## src/rtl/dual_tick_timer_pkg.sv

```systemverilog
package dual_tick_timer_pkg;
  localparam int unsigned AW        = 6;
  localparam int unsigned DW        = 32;
  localparam int unsigned NTIMER    = 2;
  localparam logic [AW-1:0] BASE_OFF = 6'h20;
  localparam int unsigned STRIDE    = 8;

  function automatic logic [DW-1:0] lane_swap(input logic [DW-1:0] x);
    logic [DW-1:0] y;
    for (int b = 0; b < DW/8; b++) y[8*b +: 8] = x[DW-8-8*b +: 8];
    return y;
  endfunction
endpackage

```

## src/rtl/tick_timer.sv

```systemverilog
module tick_timer #(
  parameter int unsigned W        = 32,
  parameter bit          PERIODIC = 1'b0
) (
  input  logic         clk_i,
  input  logic         rst_ni,
  input  logic         tick_i,
  input  logic         wr_i,
  input  logic [W-1:0] wdata_i,
  output logic [W-1:0] val_o,
  output logic [W-1:0] rem_o,
  output logic         fire_o
);
  localparam logic [W-1:0] ONE = W'(1);

  logic [W-1:0] val_q, rem_q;
  logic [W-1:0] val_exp, rem_exp;

  assign fire_o = tick_i && !wr_i && (rem_q == ONE);

  generate
    if (PERIODIC) begin : g_reload
      assign val_exp = val_q;
      assign rem_exp = val_q;
    end else begin : g_oneshot
      assign val_exp = '0;
      assign rem_exp = '0;
    end
  endgenerate

  always_ff @(posedge clk_i or negedge rst_ni) begin
    if (!rst_ni) begin
      val_q <= '0;
      rem_q <= '0;
    end else if (wr_i) begin
      val_q <= wdata_i;
      rem_q <= wdata_i;
    end else if (fire_o) begin
      val_q <= val_exp;
      rem_q <= rem_exp;
    end else if (tick_i && rem_q != '0) begin
      rem_q <= rem_q - ONE;
    end
  end

  assign val_o = val_q;
  assign rem_o = rem_q;

  a_r5_write_loads: assert property (@(posedge clk_i) disable iff (!rst_ni)
    wr_i |=> (rem_o == $past(wdata_i)) && (val_o == $past(wdata_i)));
  a_r11_write_beats_tick: assert property (@(posedge clk_i) disable iff (!rst_ni)
    wr_i |-> !fire_o);
  a_r8_tick_decrements: assert property (@(posedge clk_i) disable iff (!rst_ni)
    (tick_i && !wr_i && rem_o > ONE) |=> rem_o == $past(rem_o) - ONE);
  a_r8_idle_holds: assert property (@(posedge clk_i) disable iff (!rst_ni)
    (!tick_i && !wr_i) |=> $stable(rem_o) && $stable(val_o));
  a_r6_disarmed_silent: assert property (@(posedge clk_i) disable iff (!rst_ni)
    (rem_o == '0) |-> !fire_o);
  if (PERIODIC) begin : g_a_per
    a_r10_reload: assert property (@(posedge clk_i) disable iff (!rst_ni)
      fire_o |=> (rem_o == $past(val_o)) && $stable(val_o));
  end else begin : g_a_one
    a_r9_clear: assert property (@(posedge clk_i) disable iff (!rst_ni)
      fire_o |=> (rem_o == '0) && (val_o == '0));
  end
endmodule

```

## src/rtl/timer_regif.sv

```systemverilog
module timer_regif
  import dual_tick_timer_pkg::*;
#(
  parameter int unsigned N = NTIMER
) (
  input  logic                clk_i,
  input  logic                rst_ni,
  input  logic                req_i,
  input  logic                we_i,
  input  logic [AW-1:0]       addr_i,
  input  logic [2:0]          size_i,
  input  logic [DW-1:0]       wdata_i,
  input  logic [N-1:0][DW-1:0] val_i,
  input  logic [N-1:0][DW-1:0] rem_i,
  output logic [N-1:0]        wr_o,
  output logic [DW-1:0]       wval_o,
  output logic [DW-1:0]       rdata_o,
  output logic                err_o
);
  localparam logic [2:0] FULL = 3'(DW/8);

  logic [N-1:0] hit_val, hit_rem;
  logic         full_ok, any_hit;
  logic [DW-1:0] rd;

  for (genvar i = 0; i < N; i++) begin : g_dec
    assign hit_val[i] = addr_i == AW'(BASE_OFF + STRIDE*i);
    assign hit_rem[i] = addr_i == AW'(BASE_OFF + STRIDE*i + 4);
  end

  assign full_ok = size_i == FULL;
  assign any_hit = |{hit_val, hit_rem};
  assign err_o   = req_i && any_hit && !full_ok;
  assign wr_o    = (req_i && we_i && full_ok) ? hit_val : '0;
  assign wval_o  = lane_swap(wdata_i);

  always_comb begin
    rd = '0;
    for (int i = 0; i < N; i++) begin
      if (hit_val[i]) rd = val_i[i];
      if (hit_rem[i]) rd = rem_i[i];
    end
    rdata_o = (req_i && !we_i && full_ok) ? lane_swap(rd) : '0;
  end

  a_r3_err_no_write: assert property (@(posedge clk_i) disable iff (!rst_ni)
    err_o |-> (wr_o == '0) && (rdata_o == '0));
  a_r2_single_target: assert property (@(posedge clk_i) disable iff (!rst_ni)
    $onehot0(wr_o));
endmodule

```

## src/rtl/dual_tick_timer.sv

```systemverilog
module dual_tick_timer
  import dual_tick_timer_pkg::*;
(
  input  logic          clk_i,
  input  logic          rst_ni,
  input  logic          tick_i,
  input  logic          req_i,
  input  logic          we_i,
  input  logic [AW-1:0] addr_i,
  input  logic [2:0]    size_i,
  input  logic [DW-1:0] wdata_i,
  output logic [DW-1:0] rdata_o,
  output logic          err_o,
  output logic          oneshot_irq_o,
  output logic          periodic_irq_o
);
  logic [NTIMER-1:0][DW-1:0] val, rem;
  logic [NTIMER-1:0]         wr, fire;
  logic [DW-1:0]             wval;

  timer_regif #(.N(NTIMER)) u_regif (
    .clk_i, .rst_ni, .req_i, .we_i, .addr_i, .size_i, .wdata_i,
    .val_i(val), .rem_i(rem), .wr_o(wr), .wval_o(wval),
    .rdata_o, .err_o
  );

  // timer 0 one-shot, timer 1 periodic
  for (genvar i = 0; i < NTIMER; i++) begin : g_tmr
    tick_timer #(.W(DW), .PERIODIC(i == 1)) u_tmr (
      .clk_i, .rst_ni, .tick_i,
      .wr_i(wr[i]), .wdata_i(wval),
      .val_o(val[i]), .rem_o(rem[i]), .fire_o(fire[i])
    );
  end

  assign oneshot_irq_o  = fire[0];
  assign periodic_irq_o = fire[1];
endmodule

```

## config.mk

```make
export PLATFORM = sky130hd
export DESIGN_NAME = dual_tick_timer
export DESIGN_NICKNAME = d
export VERILOG_FILES = /design/src/rtl/dual_tick_timer_pkg.sv /design/src/rtl/tick_timer.sv /design/src/rtl/timer_regif.sv /design/src/rtl/dual_tick_timer.sv
export SDC_FILE = /design/constraint.sdc
export NUM_CORES = 1
export LEC_CHECK = 0
export ABC_AREA = 1
export ABC_CLOCK_PERIOD_IN_PS = 2000
export BUFFER_PORTS_ARGS = -buffer_cell sky130_fd_sc_hd__buf_2
export CORE_MARGIN = 10
export CORE_UTILIZATION = 55
export DETAILED_ROUTE_END_ITERATION = 12
export HOLD_SLACK_MARGIN = 0.03
export PLACE_DENSITY_LB_ADDON = 0.15
export SETUP_SLACK_MARGIN = 0.2
export SLEW_MARGIN = 10
export SYNTH_ARGS = -nofsm -noshare
export SYNTH_HDL_FRONTEND = slang
export SYNTH_HIERARCHICAL = 1
export SYNTH_SLANG_ARGS = --single-unit
```

## constraint.sdc

```tcl
create_clock -name clk_i -period 2 [get_ports clk_i]
set_clock_uncertainty 0.2 [all_clocks]
set_input_delay 0.1 -clock clk_i [delete_from_list [all_inputs] [get_ports clk_i]]
set_output_delay 0.1 -clock clk_i [all_outputs]
set_load 0.02 [all_outputs]
```

==> run_results.csv <==
group,metric,value,unit
cells_and_area,num_antenna_cells,0,
cells_and_area,fin_nets,1854,
cells_and_area,multi_input_area,5970,um^2
worst_setup_path,cp_common_cell,"nand2_1",
worst_setup_path,worst-r2r-setup-slack,-0.36,ns
drt,wire_per_inst,20.6,um
power_and_ir_drop,power_frac_comb,44.5,%
worst_setup_path,worstSetupPathType,"reg -> reg",
worst_setup_path,crit_fanout,4,
sta,rsz0062_at_grt,"yes",
sta,maxSlewViolCount,0,
worst_setup_path,crit_path_max_incr_delay,0.45,ns
status,violations,"negative setup slack",
floorplanning,core.rowCount,48,
worst_setup_path,crit_slowest_cell,"dfrtp_1",
global_routing,first_global_vias,11200,
cells_and_area,layout_common_cells,"521 x nand2_1, 163 x nor2_1, 159 x buf_4",
worst_setup_path,crit_family,"simple AND/OR/NAND/NOR gates",
power_and_ir_drop,p_per_area,819,nW/um^2
drt,drtPass1Iterations,6,
cts,cts_sinks,128,
cells_and_area,nFillCells,1121,
logic_synthesis,synth_seq_cells,128,
power_and_ir_drop,vdd_drop_max,0.636,mV
logic_synthesis,syn_inst,1519,
global_routing,antenna_found_initial,0,
placement,place_inst,1912,
drt,via_per_inst,5.98,
worst_setup_path,crit_chain,"nor2_2, nand2_2, nor2_4, nand3_4, o21bai_4, buf_6, bufbuf_16, o21ai_0, nand2_1, nand2_1",
drt,wl_met1,15100,um
sta,setup_viol,90,
cells_and_area,layout-drive-gt1-share,31.0,%
drt,met2WireLength,18700,um
logic_synthesis,syn_avg_cell_area,6.38,um^2
logic_synthesis,ys_warn_count,6,
worst_setup_path,path_buf_inv,2,
job,drv_cap,0,
sta,period_share,118,%
hold_path,hold_class,"in -> reg",
floorplanning,coreArea,17300,um^2
sta,hold_viol,0,
sta,timing.final.crit_period,2.36,ns
cts,clk_latency,0.44,ns
worst_setup_path,end_kind,"flop",
power_and_ir_drop,swShare,39.8,%
cells_and_area,regArea,3210,um^2
placement,numPortBuffers,80,
floorplanning,fp.dieH,153,um
drt,wl_met3,5150,um
sta,max_freq,423,MHz
cts,cts_tree,"yes",
drt,drc,0,
drt,routed.top_layer,"met4",
placement,dp_slack,-0.233,ns
placement,dp_hpwl,25200,um
floorplanning,dieArea,23300,um^2
drt,drt_iter0_drc,1701,
floorplanning,dieWidth,153,um
worst_setup_path,crit_required,2.12,ns
power_and_ir_drop,leakagePower,0.00723,uW
global_routing,track_usage,31.4,%
cells_and_area,stdcell_area,14000,um^2
cells_and_area,area_growth,44.4,%
placement,dpl_cell_area,11300,um^2
cts,clk_pin_slew,0.07,ns
power_and_ir_drop,p_sw,4570,uW
sta,fin_ws,-0.363,ns
cts,root_buffer,"clkbuf_16",
sta,relSlewSlack,66.7,%
worst_setup_path,cp-start-kind,"flop",
cts,cts_buffers,17,
sta,worst_pin_slew,0.500,ns
cts,clock_path_buffers,2,
logic_synthesis,synth_fp_nets,1569,
cts,h-tree-depth,4,
drt,antenna_left,0,
global_routing,grt_max_degree,45,
drt,drt-total-wl,42100,um
floorplanning,ioPinCount,81,
cells_and_area,stdcell_count,2042,
global_routing,overflow,0,
global_routing,grt_first_pass_wirelength,59500,um
power_and_ir_drop,power_frac_seq,28.4,%
placement,gp_congestion,0.953,
power_and_ir_drop,p_int,6900,uW
logic_synthesis,synth.cell_area,9690,um^2
status,status,"finished with violations",
cells_and_area,final_common_cell,"nand2_1",
floorplanning,start_util,56.0,%
logic_synthesis,seq_area_frac_synth,33.1,%
power_and_ir_drop,pwr-share-clk,27.1,%
logic_synthesis,synth_cell_types,37,
worst_setup_path,crit_arrival,2.49,ns
drt,vias,12200,
[final cells by class]
type / instances / share of cell area [%]
timing repair buffer: 355 / 24.4
clock inverter: 14 / 0.948
inverter: 138 / 3.90
tap: 225 / 2.01
sequential: 128 / 22.9
clock buffer: 18 / 3.14
multi-input combinational: 1164 / 42.7
[cell families after synthesis]
| group | count (synthesis) | synth area share, % |
|---|---|---|
| simple gates | 1044 | 47.2 |
| buf+inv | 228 | 11.7 |
| flops | 128 | 33.1 |
| compound gates | 89 | 5.15 |
| xor+xnor | 26 | 2.35 |
| fa+ha+maj | 4 | 0.516 |
[flip-flops by register name, indices dropped and copies added (netlist names)]
name	cells
g_tmr.u_tmr/val_o	64
g_tmr.u_tmr/rem_o	64
[worst min-delay path, stage by stage]
cell and delay, ns:
buf_2 0.16, nor2_4 0.06, nand2_2 0.07, nor2_2 0.06
inv_2 0.05, buf_4 0.18, o21ai_1 0.09
[path summary, 6_finish.rpt]
| check | from | to | depth (start not counted) |
|---|---|---|---|
| max reg2reg | g_tmr[0].u_tmr/rem_o[8] | g_tmr[0].u_tmr/rem_o[9] | 10 |
| min | addr_i[3] | g_tmr[0].u_tmr/val_o[3] | 7 |
| min in group asynchronous | rst_ni | g_tmr[0].u_tmr/rem_o[2] | 3 |
| max in group asynchronous | rst_ni | g_tmr[1].u_tmr/rem_o[5] | 4 |
| max | g_tmr[0].u_tmr/rem_o[8] | g_tmr[0].u_tmr/rem_o[9] | 10 |
| min reg2reg | g_tmr[0].u_tmr/val_o[29] | g_tmr[0].u_tmr/val_o[29] | 2 |
[power by group through the flow]
stage                     Sequential [uW]  Clock (uW)  Combinational, uW
after global placement               3180           0               3690
final                                3260        3110               5100
after global routing                 3270        3230               5410
after detailed placement             3190           0               3740
after floorplan                      3300           0               2030
after CTS                            3180        3080               4330
[metrics by stage]
stage | hold slack [ns] | util, % | TNS, ns | total power [uW]
final | 0.183 | 80.9 | -11.62 | 11500
after global routing | 0.181 | 80.9 | -16.74 | 11900
after CTS | 0.147 | 77.1 | -2.44 | 10600
after detailed placement | -0.131 | 65.5 | -11.21 | 6940
after global placement | -0.134 | 65.5 | -8.18 | 6870
after floorplan | -0.396 | - | -3.06 | 5330
[cells in the mapped netlist]
master | count | share of area [%]
a21oi_1 | 11 | 0.57
a21oi_2 | 1 | 0.090
and2_1 | 1 | 0.065
buf_1 | 2 | 0.077
buf_2 | 28 | 1.4
buf_4 | 41 | 3.2
buf_6 | 8 | 0.93
buf_8 | 2 | 0.31
clkbuf_1 | 9 | 0.35
clkinv_1 | 1 | 0.039
clkinv_4 | 1 | 0.090
dfrtp_1 | 128 | 33
ha_1 | 4 | 0.52
inv_1 | 131 | 5.1
inv_2 | 5 | 0.19
nand2_1 | 557 | 22
nand2_2 | 21 | 1.4
nand2_4 | 7 | 0.81
nand3_1 | 145 | 7.5
nand3_2 | 1 | 0.10
nand3b_1 | 43 | 3.3
nand4_1 | 16 | 1.0
nor2_1 | 223 | 8.6
nor2_2 | 11 | 0.71
nor2_4 | 12 | 1.4
nor2_8 | 2 | 0.41
nor3_1 | 3 | 0.15
nor3_2 | 1 | 0.10
nor4_1 | 1 | 0.065
o21ai_0 | 58 | 3.0
o21ai_1 | 4 | 0.21
o21ai_4 | 1 | 0.17
o21bai_1 | 7 | 0.54
o21bai_4 | 1 | 0.19
o22ai_1 | 6 | 0.39
xnor2_1 | 9 | 0.81
xor2_1 | 17 | 1.5
[per-layer routing]
metal / track usage [%] / vias up
li1: - / 5291
met1: 39.2 / 5564
met2: 50.3 / 1065
met3: 6.60 / 295
met4: 15.8 / 0
met5: 0 / -
[repair_timing]
item	CTS	global route
gates cloned	10	5
setup endpoints to repair	127	130
buffers inserted	35	14
hold endpoints to repair	256	0
pin swaps	50	55
gates resized for setup	172	131
hold buffers	34	0
(Power assumes the default switching activity.)
